===== config.mk =====
export PLATFORM = sky130hd
export DESIGN_NAME = hotplug_evt_bank
export DESIGN_NICKNAME = d
export VERILOG_FILES = /design/src/rtl/hpreg_pkg.sv /design/src/rtl/slot_state_bits.sv /design/src/rtl/next_event_scan.sv /design/src/rtl/hotplug_evt_bank.sv
export SDC_FILE = /design/constraint.sdc
export NUM_CORES = 1
export LEC_CHECK = 0
export CAP_MARGIN = 20
export CORE_UTILIZATION = 50
export CTS_BUF_LIST = sky130_fd_sc_hd__clkbuf_4
export DETAILED_ROUTE_END_ITERATION = 10
export DONT_BUFFER_PORTS = 1
export SLEW_MARGIN = 5
export SYNTH_ARGS = -nofsm -noshare
export SYNTH_HDL_FRONTEND = slang
export SYNTH_SLANG_ARGS = --single-unit

===== constraint.sdc =====
create_clock -name clk -period 2.6 [get_ports clk]
set_input_delay 0.26 -clock clk [delete_from_list [all_inputs] [get_ports clk]]
set_output_delay 0.26 -clock clk [all_outputs]
set_load 0.05 [all_outputs]

===== src/rtl/hpreg_pkg.sv =====
package hpreg_pkg;
   localparam int unsigned ADDR_W   = 4;
   localparam logic [3:0]  OFS_SEL   = 4'h0;
   localparam logic [3:0]  OFS_FLAGS = 4'h4;
   localparam logic [3:0]  OFS_CMD   = 4'h5;
   localparam logic [3:0]  OFS_DATA  = 4'h8;
   localparam int unsigned NUM_CMDS = 1;

   typedef enum logic [7:0] {
      CMD_NEXT_PENDING = 8'd0
   } cmd_e;

   typedef struct packed {
      logic [29:0] zero;
      logic        pending;
      logic        present;
   } flags_t;
endpackage


===== src/rtl/slot_state_bits.sv =====
module slot_state_bits #(
   parameter int unsigned NSLOT = 8,
   parameter int unsigned SW    = (NSLOT > 1) ? $clog2(NSLOT) : 1
) (
   input  logic             clk,
   input  logic             rst_n,
   input  logic             plug_stb,
   input  logic [SW-1:0]    plug_slot,
   input  logic             plug_hot,
   input  logic             clr_en,
   input  logic [SW-1:0]    clr_slot,
   output logic [NSLOT-1:0] present,
   output logic [NSLOT-1:0] pending
);
   for (genvar g = 0; g < NSLOT; g++) begin : g_slot
      logic hit_plug, hit_clr;
      assign hit_plug = plug_stb && (plug_slot == SW'(g));
      assign hit_clr  = clr_en && (clr_slot == SW'(g));

      always_ff @(posedge clk or negedge rst_n) begin
         if (!rst_n) begin
            present[g] <= 1'b0;
            pending[g] <= 1'b0;
         end else begin
            if (hit_plug) present[g] <= 1'b1;
            if (hit_plug && plug_hot) pending[g] <= 1'b1;
            else if (hit_clr)         pending[g] <= 1'b0;
         end
      end

      // a hot plug leaves the slot pending even with a same-cycle clear
      p_hot_sets_pending_r11: assert property (@(posedge clk) disable iff (!rst_n)
         (hit_plug && plug_hot) |=> (pending[g] && present[g]));

      // a clear without a plug drops the pending bit
      p_clear_drops_r4: assert property (@(posedge clk) disable iff (!rst_n)
         (hit_clr && !hit_plug) |=> !pending[g]);
   end
endmodule


===== src/rtl/next_event_scan.sv =====
module next_event_scan #(
   parameter int unsigned NSLOT = 8,
   parameter int unsigned SW    = (NSLOT > 1) ? $clog2(NSLOT) : 1
) (
   input  logic             clk,
   input  logic             rst_n,
   input  logic             start,
   input  logic [SW-1:0]    start_idx,
   input  logic [NSLOT-1:0] pending,
   output logic             busy,
   output logic             done,
   output logic             found,
   output logic [SW-1:0]    found_idx
);
   localparam int unsigned CW = $clog2(NSLOT + 1);

   if (NSLOT < 2) begin : g_bad_nslot
      $error("next_event_scan: NSLOT must be at least 2");
   end

   logic          busy_q;
   logic [SW-1:0] ptr_q, ptr_nxt;
   logic [CW-1:0] cnt_q;
   logic          hit, last;

   if ((1 << SW) == NSLOT) begin : g_wrap_pow2
      assign ptr_nxt = ptr_q + 1'b1;
   end else begin : g_wrap_cmp
      assign ptr_nxt = (ptr_q == SW'(NSLOT - 1)) ? '0 : ptr_q + 1'b1;
   end

   assign hit       = busy_q && pending[ptr_q];
   assign last      = (cnt_q == CW'(NSLOT - 1));
   assign done      = busy_q && (hit || last);
   assign found     = hit;
   assign found_idx = ptr_q;
   assign busy      = busy_q;

   always_ff @(posedge clk or negedge rst_n) begin
      if (!rst_n) begin
         busy_q <= 1'b0;
         ptr_q  <= '0;
         cnt_q  <= '0;
      end else if (start) begin
         busy_q <= 1'b1;
         ptr_q  <= start_idx;
         cnt_q  <= '0;
      end else if (busy_q) begin
         if (done) busy_q <= 1'b0;
         else begin
            ptr_q <= ptr_nxt;
            cnt_q <= cnt_q + 1'b1;
         end
      end
   end

   // checker: length of the current busy run
   logic [CW:0] run_len;
   always_ff @(posedge clk or negedge rst_n) begin
      if (!rst_n)      run_len <= '0;
      else if (busy_q) run_len <= run_len + 1'b1;
      else             run_len <= '0;
   end

   p_busy_bound_r8: assert property (@(posedge clk) disable iff (!rst_n)
      busy_q |-> (run_len < (CW+1)'(NSLOT)));

   p_no_restart_r8: assert property (@(posedge clk) disable iff (!rst_n)
      start |-> !busy_q);
endmodule


===== src/rtl/hotplug_evt_bank.sv =====
module hotplug_evt_bank
   import hpreg_pkg::*;
#(
   parameter int unsigned NSLOT = 8,
   parameter int unsigned SW    = (NSLOT > 1) ? $clog2(NSLOT) : 1
) (
   input  logic              clk,
   input  logic              rst_n,
   input  logic              plug_stb,
   input  logic [SW-1:0]     plug_slot,
   input  logic              plug_hot,
   input  logic              bus_valid,
   input  logic              bus_write,
   input  logic [ADDR_W-1:0] bus_addr,
   input  logic [31:0]       bus_wdata,
   output logic              bus_ready,
   output logic              rd_valid,
   output logic [31:0]       rd_data,
   output logic              evt_irq,
   output logic              scan_busy
);
   if (NSLOT < 2 || NSLOT > 256) begin : g_bad_nslot
      $error("hotplug_evt_bank: NSLOT out of range");
   end

   logic [31:0]      sel_q;
   logic [7:0]       cmd_q;
   logic [NSLOT-1:0] present, pending;
   logic             sel_ok;
   logic [SW-1:0]    sel_idx;
   logic             acc, wr_acc, rd_acc;
   logic             clr_en, cmd_ok, start;
   logic             scan_done, scan_found;
   logic [SW-1:0]    scan_idx;
   flags_t           flags_v;
   logic [31:0]      rd_mux;

   assign sel_ok  = (sel_q < 32'(NSLOT));
   assign sel_idx = sel_q[SW-1:0];

   assign bus_ready = !scan_busy;
   assign acc       = bus_valid && bus_ready;
   assign wr_acc    = acc && bus_write;
   assign rd_acc    = acc && !bus_write;

   assign clr_en = wr_acc && (bus_addr == OFS_FLAGS) && bus_wdata[1] && sel_ok;
   assign cmd_ok = (bus_wdata[7:0] < 8'(NUM_CMDS));
   assign start  = wr_acc && (bus_addr == OFS_CMD) && cmd_ok
                   && (bus_wdata[7:0] == 8'(CMD_NEXT_PENDING));

   slot_state_bits #(.NSLOT(NSLOT), .SW(SW)) u_state (
      .clk      (clk),
      .rst_n    (rst_n),
      .plug_stb (plug_stb),
      .plug_slot(plug_slot),
      .plug_hot (plug_hot),
      .clr_en   (clr_en),
      .clr_slot (sel_idx),
      .present  (present),
      .pending  (pending)
   );

   next_event_scan #(.NSLOT(NSLOT), .SW(SW)) u_scan (
      .clk      (clk),
      .rst_n    (rst_n),
      .start    (start),
      .start_idx(sel_ok ? sel_idx : '0),
      .pending  (pending),
      .busy     (scan_busy),
      .done     (scan_done),
      .found    (scan_found),
      .found_idx(scan_idx)
   );

   always_ff @(posedge clk or negedge rst_n) begin
      if (!rst_n) begin
         sel_q   <= '0;
         cmd_q   <= 8'(CMD_NEXT_PENDING);
         evt_irq <= 1'b0;
      end else begin
         if (wr_acc && bus_addr == OFS_SEL) sel_q <= bus_wdata;
         else if (scan_done && scan_found)  sel_q <= 32'(scan_idx);
         if (wr_acc && bus_addr == OFS_CMD && cmd_ok) cmd_q <= bus_wdata[7:0];
         evt_irq <= plug_stb && plug_hot;
      end
   end

   always_comb begin
      flags_v         = '0;
      flags_v.present = sel_ok && present[sel_idx];
      flags_v.pending = sel_ok && pending[sel_idx];
      case (bus_addr)
         OFS_FLAGS: rd_mux = flags_v;
         OFS_DATA:  rd_mux = (cmd_q == 8'(CMD_NEXT_PENDING)) ? sel_q : '0;
         default:   rd_mux = '0;
      endcase
   end

   always_ff @(posedge clk or negedge rst_n) begin
      if (!rst_n) begin
         rd_valid <= 1'b0;
         rd_data  <= '0;
      end else begin
         rd_valid <= rd_acc;
         if (rd_acc) rd_data <= rd_mux;
      end
   end

   p_stall_r8: assert property (@(posedge clk) disable iff (!rst_n)
      scan_busy |-> !bus_ready);

   p_hit_loads_sel_r6: assert property (@(posedge clk) disable iff (!rst_n)
      (scan_done && scan_found) |=> (sel_q == 32'($past(scan_idx)) && pending[sel_q[SW-1:0]]));

   p_miss_keeps_sel_r7: assert property (@(posedge clk) disable iff (!rst_n)
      (scan_done && !scan_found) |=> $stable(sel_q));

   p_bad_cmd_idle_r9: assert property (@(posedge clk) disable iff (!rst_n)
      (wr_acc && bus_addr == OFS_CMD && !cmd_ok) |=> (!scan_busy && $stable(cmd_q)));

   p_unmapped_zero_r10: assert property (@(posedge clk) disable iff (!rst_n)
      (rd_acc && bus_addr != OFS_FLAGS && bus_addr != OFS_DATA) |=> (rd_valid && rd_data == '0));

   p_irq_after_hot_r5: assert property (@(posedge clk) disable iff (!rst_n)
      (plug_stb && plug_hot) |=> evt_irq);
endmodule


# Word-level counts from Yosys, hierarchy flattened
# Cells that the tools add are included.
dict set report classes {
  magnitude_cmp 4
  n_mux 36
  n_reduce_logical 59
  n_eq_ne 19
  addsub 2
}
# op count
set ops {}
lappend ops {{2-to-1 mux 32 bit} 3}
lappend ops {{case mux 32 bit (2 select lines)} 1}
lappend ops {{logical AND 1 bit} 40}
lappend ops {{< comparator 32 x 4 -> 1 bit, second input constant} 1}
lappend ops {{equality test 3 bit, second input constant} 8}
lappend ops {{2-to-1 mux 1 bit} 22}
lappend ops {{nonzero test 2 bit} 10}
lappend ops {{logical NOT 8 bit} 2}
lappend ops {{equality test 3 x 2 -> 1 bit, second input constant} 4}
lappend ops {{equality test 4 x 3 -> 1 bit, second input constant} 3}
lappend ops {{2-to-1 mux 3 bit} 4}
lappend ops {{2-to-1 mux 4 bit} 3}
lappend ops {{binary-select mux 1 bit (select 3 bit)} 3}
lappend ops {{< comparator 3 x 4 -> 1 bit, second input constant} 2}
lappend ops {{< comparator 8 x 1 -> 1 bit, second input constant} 1}
lappend ops {{equality test 3 x 1 -> 1 bit, second input constant} 2}
lappend ops {{logical NOT 3 bit} 2}
lappend ops {{adder 4 x 1 -> 4 bit, second input constant} 1}
lappend ops {{equality test 4 bit, second input constant} 1}
lappend ops {{logical NOT 4 bit} 1}
lappend ops {{adder 3 x 1 -> 3 bit, second input constant} 1}
lappend ops {{logical NOT 1 bit} 2}
lappend ops {{inequality test 2 bit, second input constant} 1}
lappend ops {{AND reduction 2 bit} 1}
lappend ops {{logical OR 1 bit} 1}
dict set report totals {
  register_bits 98
  out_inout_bits 36
  input_bits 45
  wordCells 144
}

# Depth between registers and ports, before layout
dict set report logic_depth {
  word_depth 9
  mapped_depth 8
  mapped_depth_nobuf 6
}

# Cells and area by module
# From an unflattened synthesis, not the netlist that was laid out.
dict set report hier_totals {
  hier_cells 316
  hier_area_um2 4122.7
}
# mod area_per_inst_um2 cells_each seq_area_each_um2 instances
set by_module_without_submodules {}
lappend by_module_without_submodules {hotplug_evt_bank 2944.1 214 1851.8 1}
lappend by_module_without_submodules {slot_state_bits 651.9 51 400.4 1}
lappend by_module_without_submodules {next_event_scan 526.8 51 200.2 1}

# Worst setup path after synthesis
# OpenSTA, ideal clock, no wires.
dict set report synth_path {
  kind {register to register}
  startpoint {reg u_scan.busy_q (netlist: u_scan.busy)}
  endpoint {reg u_scan.ptr_q[1] (netlist: u_scan.found_idx[1])}
  required_ns 2.477
  path_buffers 1
  stages_incl_launch_ff 7
  period_less_slack_ns 1.990
  t_arrival_ns 1.867
  setup_time_ns 0.123
  slack_ns 0.610
  cell_sequence {dfrtp_1 -> nand3b_1 -> nor4b_1 -> nand3_1 -> clkbuf_1 -> a21oi_1 -> a21oi_1}
}
dict set report synth_via {
  elab_chain_cells 8
  elab_cells_between_ends 13
  cone_classes {eq/ne: 1; mux: 1; reduce/logical: 11}
}
# element line_no
set synth_lines {}
lappend synth_lines {{from (decl)} next_event_scan.sv:21} ;# logic busy_q;
lappend synth_lines {{from (signal assigned)} next_event_scan.sv:41} ;# busy_q <= 1'b0;
lappend synth_lines {{from (signal assigned)} next_event_scan.sv:45} ;# busy_q <= 1'b1;
lappend synth_lines {{from (signal assigned)} next_event_scan.sv:49} ;# if (done) busy_q <= 1'b0;
lappend synth_lines {{logical NOT 1 bit} hotplug_evt_bank.sv:41} ;# assign bus_ready = !scan_busy;
lappend synth_lines {{logical AND 1 bit} hotplug_evt_bank.sv:42} ;# assign acc = bus_valid && bus_ready;
lappend synth_lines {{logical AND 1 bit} hotplug_evt_bank.sv:43} ;# assign wr_acc = acc && bus_write;
lappend synth_lines {{logical AND 1 bit (2 in series)} hotplug_evt_bank.sv:48} ;# assign start = wr_acc && (bus_addr == OFS_CMD) && cmd_ok
lappend synth_lines {{logical AND 1 bit} hotplug_evt_bank.sv:49} ;# && (bus_wdata[7:0] == 8'(CMD_NEXT_PENDING));
lappend synth_lines {{inequality test 2 bit (no line) / nonzero test 2 bit (equally long branches)} --}
lappend synth_lines {{AND reduction 2 bit (no line)} --}
lappend synth_lines {{to (signal assigned)} next_event_scan.sv:46} ;# ptr_q <= start_idx;
lappend synth_lines {{to (signal assigned)} next_event_scan.sv:51} ;# ptr_q <= ptr_nxt;
lappend synth_lines {{to (decl)} next_event_scan.sv:22} ;# logic [SW-1:0] ptr_q, ptr_nxt;
# Parallel ways exist; a longest one is shown, timed or not.
# A chain may end at the register's enable or synchronous reset.

# Final worst setup path
dict set report layout_path {
  startpoint {reg sel_q[17]}
  endpoint {reg u_state.pending[3]}
}
dict set report layout_via {
  elab_chain_cells 4
}
# element line_no
set layout_lines {}
lappend layout_lines {{from (decl)} hotplug_evt_bank.sv:26} ;# logic [31:0] sel_q;
lappend layout_lines {{from (signal assigned)} hotplug_evt_bank.sv:81} ;# if (wr_acc && bus_addr == OFS_SEL) sel_q <= bus_wdata;
lappend layout_lines {{from (signal assigned)} hotplug_evt_bank.sv:82} ;# else if (scan_done && scan_found) sel_q <= 32'(scan_idx);
lappend layout_lines {{< comparator 32 x 4 -> 1 bit} hotplug_evt_bank.sv:38} ;# assign sel_ok = (sel_q < 32'(NSLOT));
lappend layout_lines {{logical AND 1 bit} hotplug_evt_bank.sv:46} ;# assign clr_en = wr_acc && (bus_addr == OFS_FLAGS) && bus_wdata[1] && sel_ok;
lappend layout_lines {{logical AND 1 bit} slot_state_bits.sv:18} ;# assign hit_clr = clr_en && (clr_slot == SW'(g));
lappend layout_lines {{nonzero test 2 bit (no line)} --}
lappend layout_lines {{to (signal, indexed assignment)} slot_state_bits.sv:23} ;# pending[g] <= 1'b0;
lappend layout_lines {{to (signal, indexed assignment)} slot_state_bits.sv:26} ;# if (hit_plug && plug_hot) pending[g] <= 1'b1;
lappend layout_lines {{to (signal, indexed assignment)} slot_state_bits.sv:27} ;# else if (hit_clr) pending[g] <= 1'b0;
lappend layout_lines {{to (decl)} slot_state_bits.sv:13} ;# output logic [NSLOT-1:0] pending
# No other way between the ends.

==> flow_summary.html <==
<table>
<tr><th>Metric</th><th>Value</th></tr>
<tr><th colspan="2">Global route</th></tr>
<tr><td>Pin count of the biggest net entering global routing</td><td>between 90 and 100</td></tr>
<tr><td>First-pass GRT wire length</td><td>~16,000 µm</td></tr>
<tr><td>Overflow after GRT</td><td>0</td></tr>
<tr><td>Via count of the first global-routing pass</td><td>2,954</td></tr>
<tr><td>Initial antenna violation count</td><td>0</td></tr>
<tr><td>All-layer global routing usage</td><td>0.236</td></tr>
<tr><th colspan="2">Critical path</th></tr>
<tr><td>Startpoint of the worst-slack reg-to-reg timing path</td><td>sel_q[17]</td></tr>
<tr><td>Crit. End Element</td><td>flop</td></tr>
<tr><td>Critical path cell sequence</td><td>nor4_1 &gt; nand4_1 &gt; nor3_1 &gt; nand4_1 &gt; o2bb2ai_1</td></tr>
<tr><td>Worst path most repeated cell</td><td>sky130_fd_sc_hd__nand4_1</td></tr>
<tr><td>Critical path fanouts, max</td><td>4</td></tr>
<tr><td>Data arrival time of the critical path</td><td>~2.3 ns</td></tr>
<tr><td>Worst setup path start</td><td>sel_q[17]</td></tr>
<tr><td>Largest stage delay, worst path</td><td>just under 0.5 ns</td></tr>
<tr><td>Setup Crit Path Kind</td><td>reg2reg</td></tr>
<tr><td>Library cell contributing the largest single delay on the critical path</td><td>sky130_fd_sc_hd__nor3_1</td></tr>
<tr><td>Crit path launch type</td><td>flop</td></tr>
<tr><td>Required @ worst endpoint</td><td>slightly below 3 ns</td></tr>
<tr><th colspan="2">Synthesis</th></tr>
<tr><td>Warning count from the yosys run</td><td>0</td></tr>
<tr><td>Top_reg_cell synth</td><td>sky130_fd_sc_hd__dfrtp_1</td></tr>
<tr><td>Cell type contributing the most total cell area after synthesis</td><td>sky130_fd_sc_hd__dfrtp_1</td></tr>
<tr><td>Post-synthesis async set-or-reset flop share</td><td>1.00</td></tr>
<tr><td>Number of distinct standard cells referenced by the synthesized netlist</td><td>45</td></tr>
<tr><td>Cell area after synthesis</td><td>4220 µm²</td></tr>
<tr><td>Number of cells produced by synthesis</td><td>373</td></tr>
<tr><td>Synth Register Bits</td><td>98</td></tr>
<tr><td>Share of synthesized area occupied by flip-flops and latches</td><td>0.582</td></tr>
<tr><td>Fraction of post-synthesis cell area in the top cell type by area</td><td>0.582</td></tr>
<tr><td>Area contributors post-synth</td><td>sky130_fd_sc_hd__dfrtp_1 (58%), sky130_fd_sc_hd__a22o_2 (6.9%), sky130_fd_sc_hd__nand2_1 (6.1%)</td></tr>
<tr><td>Synthesized net count</td><td>420</td></tr>
<tr><td>Average cell area after synthesis</td><td>around 11 µm²</td></tr>
<tr><td>Number of enable flip-flop cells after synthesis</td><td>0</td></tr>
<tr><th colspan="2">Placed design</th></tr>
<tr><td>Pre-CTS WS</td><td>~0.69 ns</td></tr>
<tr><td>Instance area after placement</td><td>between 4000 and 5000 µm²</td></tr>
<tr><td>Buffers on Ports</td><td>0</td></tr>
<tr><td>HPWL Detailed</td><td>roughly 6100 µm</td></tr>
<tr><td>Gpl congestion</td><td>around 0.89</td></tr>
<tr><th colspan="2">Timing</th></tr>
<tr><td>Setup violation total in the final timing report</td><td>0</td></tr>
<tr><td>Headroom to the max-slew limit</td><td>0.580</td></tr>
<tr><td>Final worst path period share</td><td>0.736</td></tr>
<tr><td>Worst-margin pin slew</td><td>~0.62 ns</td></tr>
<tr><td>Hold Slack</td><td>~0.033 ns</td></tr>
<tr><td>Final worst setup slack</td><td>0.685 ns</td></tr>
<tr><td>Post-route minimum period</td><td>about 1.9 ns</td></tr>
<tr><td>Count of final max-slew check failures</td><td>0</td></tr>
<tr><td>Highest Clock Rate</td><td>between 500 and 600 MHz</td></tr>
<tr><td>Sum of negative setup slack</td><td>0 ns</td></tr>
<tr><td>RSZ-0062 raised after global routing</td><td>false</td></tr>
<tr><td>Worst setup skew after layout</td><td>0.0150 ns</td></tr>
<tr><td>Number of hold violations in the final report</td><td>0</td></tr>
<tr><th colspan="2">Power</th></tr>
<tr><td>Cell leakage power</td><td>0.00212 µW</td></tr>
<tr><td>Maximum vdd drop</td><td>~0.26 mV</td></tr>
<tr><td>Power density cells</td><td>approximately 630 nW/µm²</td></tr>
<tr><th colspan="2">Outcome</th></tr>
<tr><td>Result of the run</td><td>finished clean</td></tr>
<tr><th colspan="2">Cells and area</th></tr>
<tr><td>Area growth from synthesis to final layout</td><td>15.4%</td></tr>
<tr><td>Fin area</td><td>a little under 5000 µm²</td></tr>
<tr><td>Number of nets in the finished design</td><td>approximately 460</td></tr>
<tr><td>Multi-input gate area in the final layout</td><td>between 1500 and 2000 µm²</td></tr>
<tr><td>Ratio of cells with drive above 1 in the final layout</td><td>0.157</td></tr>
<tr><td>Share of the core filled with cells in the final layout</td><td>0.595</td></tr>
<tr><td>Register cell area after layout</td><td>2450 µm²</td></tr>
<tr><td>Filler instances</td><td>between 600 and 700</td></tr>
<tr><td>Diode count</td><td>0</td></tr>
<tr><th colspan="2">Hold path</th></tr>
<tr><td>HP Class</td><td>in2reg</td></tr>
<tr><td>Worst Hold Launch</td><td>plug_hot</td></tr>
<tr><th colspan="2">Clock network</th></tr>
<tr><td>Maximum root-to-sink buffer count</td><td>2</td></tr>
<tr><td>H-Tree Level Count</td><td>3</td></tr>
<tr><td>Number of buffers created by CTS</td><td>9</td></tr>
<tr><td>Clock root buffer master</td><td>sky130_fd_sc_hd__clkbuf_4</td></tr>
<tr><td>Clk pin slew, worst setup/hold paths</td><td>around 0.16 ns</td></tr>
<tr><td>Clock network latency to the later pin of the worst-skew pair</td><td>0.45 ns</td></tr>
<tr><td>Post-CTS repair timing setup buffer count</td><td>0</td></tr>
<tr><td>Clock sink count</td><td>98</td></tr>
<tr><td>Clock tree from TritonCTS</td><td>yes</td></tr>
<tr><td>Quantity of hold-fixing buffers added after cts</td><td>37</td></tr>
<tr><td>Post-CTS resize count</td><td>0</td></tr>
<tr><th colspan="2">Die</th></tr>
<tr><td>Die Wd</td><td>roughly 94 µm</td></tr>
<tr><td>Floorplan row count</td><td>33</td></tr>
<tr><td>Core area</td><td>8180 µm²</td></tr>
<tr><td>Initial cell density of the core</td><td>0.516</td></tr>
<tr><td>Die span in y</td><td>about 94 µm</td></tr>
<tr><td>Top-Level Pins</td><td>81</td></tr>
<tr><td>Full die area</td><td>approximately 8800 µm²</td></tr>
<tr><th colspan="2">Run</th></tr>
<tr><td>Max_cap viols</td><td>0</td></tr>
<tr><th colspan="2">Routing</th></tr>
<tr><td>Detailed-routing iteration count for the pre-antenna-repair pass</td><td>6</td></tr>
<tr><td>Average detailed-routed wire length per instance</td><td>roughly 19 µm</td></tr>
<tr><td>Starting DRT DRC Count</td><td>~120</td></tr>
<tr><td>Residual DRC count</td><td>0</td></tr>
<tr><td>Routed via count</td><td>roughly 3,000</td></tr>
<tr><td>Via count normalized by instance count</td><td>5.73</td></tr>
<tr><td>Routed WL</td><td>roughly 9600 µm</td></tr>
<tr><td>Number of nets with antenna violations after detailed routing</td><td>0</td></tr>
</table>
[worst paths after layout]
path	slack, ns	to	cells after the start
min in group asynchronous	0.38	rd_data[14]	2
max in group asynchronous	1.85	cmd_q[5]	2
setup / recovery	0.69	u_state.pending[3]	5
hold reg to reg	0.47	u_state.present[2]	1
setup reg to reg	0.69	u_state.pending[3]	5
hold / removal	0.03	u_state.pending[5]	2
[synth_stat cells, types with 2 or more instances]
| cell | n |
|---|---|
| sky130_fd_sc_hd__a21o_1 | 2 |
| sky130_fd_sc_hd__a21oi_1 | 5 |
| sky130_fd_sc_hd__a22o_2 | 29 |
| sky130_fd_sc_hd__a22oi_1 | 3 |
| sky130_fd_sc_hd__and2_1 | 10 |
| sky130_fd_sc_hd__buf_2 | 7 |
| sky130_fd_sc_hd__buf_6 | 3 |
| sky130_fd_sc_hd__clkbuf_1 | 13 |
| sky130_fd_sc_hd__dfrtp_1 | 98 |
| sky130_fd_sc_hd__ha_1 | 2 |
| sky130_fd_sc_hd__inv_1 | 5 |
| sky130_fd_sc_hd__mux2i_1 | 11 |
| sky130_fd_sc_hd__mux4_2 | 4 |
| sky130_fd_sc_hd__nand2_1 | 69 |
| sky130_fd_sc_hd__nand2b_1 | 2 |
| sky130_fd_sc_hd__nand3_1 | 8 |
| sky130_fd_sc_hd__nand3b_1 | 6 |
| sky130_fd_sc_hd__nand4_1 | 5 |
| sky130_fd_sc_hd__nor2_1 | 7 |
| sky130_fd_sc_hd__nor2b_1 | 2 |
| sky130_fd_sc_hd__nor3_1 | 6 |
| sky130_fd_sc_hd__nor4_1 | 7 |
| sky130_fd_sc_hd__nor4b_1 | 2 |
| sky130_fd_sc_hd__o21ai_0 | 33 |
| sky130_fd_sc_hd__o21bai_1 | 6 |
| sky130_fd_sc_hd__o2bb2ai_1 | 8 |
| sky130_fd_sc_hd__xnor2_1 | 2 |
[per-layer routing]
| layer | track usage | part of all wire | routed length [µm] | up-vias |
|---|---|---|---|---|
| met1 | 0.334 | 0.48 | 4630 | 1481 |
| met4 | 0.0846 | 0.0093 | 90 | 0 |
| met2 | 0.347 | 0.46 | 4440 | 71 |
| met3 | 0.0647 | 0.051 | 488 | 9 |
| met5 | 0 | 0 | 0 | - |
| li1 | - | - | - | 1409 |
[through the flow]
step | total power [µW] | std cells
CTS | 3100 | 515
finish | 3080 | 518
detailed placement | 2120 | 462
floorplan | 2040 | 373
global placement | 2110 | 462
global route | 3240 | 518
[sequential cells by signal (all words and copies together) (netlist names)]
name              cells
u_state.pending       8
u_scan.busy           1
rd_valid              1
sel_q                32
rd_data              32
u_state.present       8
evt_irq               1
u_scan.found_idx      3
u_scan.cnt_q          4
cmd_q                 8
[cells by family after synthesis]
logic type,after synthesis,synth area share
DFF,98,0.582
buffers and inverters,28,0.0323
xor gates and xnor gates,2,0.00416
AOI/OAI and AO/OA,92,0.163
and+or+nand+nor,136,0.166
adders and majority gates,2,0.00593
muxes,15,0.0475
[cell usage in the layout (no fill, tap or decap), drive strengths merged, types with 3 or more instances in the layout]
cell type / Yosys / final
a21oi: 5 / 5
o21ai: 33 / 33
nand3: 8 / 8
and2: 10 / 10
mux2i: 11 / 11
a22o: 30 / 30
nor3: 7 / 7
buf: 10 / 8
mux4: 4 / 4
inv: 5 / 6
a22oi: 3 / 3
nand2: 69 / 69
dlygate4sd3: 0 / 39
nor2: 7 / 7
dfrtp: 98 / 98
nand3b: 7 / 7
nand4: 5 / 5
clkinv: 0 / 4
o21bai: 6 / 6
o2bb2ai: 8 / 8
clkbuf: 13 / 9
nor4: 7 / 7
[cell type report]
cell class | count | area share
clock buffers | 9 | 0.0139
clock inverters | 7 | 0.0190
inverters | 5 | 0.00386
multi-input cells | 247 | 0.336
flip-flops and latches | 98 | 0.504
well taps | 105 | 0.0270
repair buffers | 47 | 0.0967
[worst max-delay path: cells and delay by family, from the launching register on]
family | cells | cell delay, ns
flops | 1 | 0.43
compound gates | 1 | 0.16
simple gates | 4 | 1.22
[report_power, final]
group	total [µW]	leakage (µW)	internal (µW)	switching (µW)
Sequential	1840	0.00122	1660	185
Clock	911	0.0000901	391	519
Combinational	328	0.000812	174	154
No activity file was read; power rests on OpenSTA's default activity.
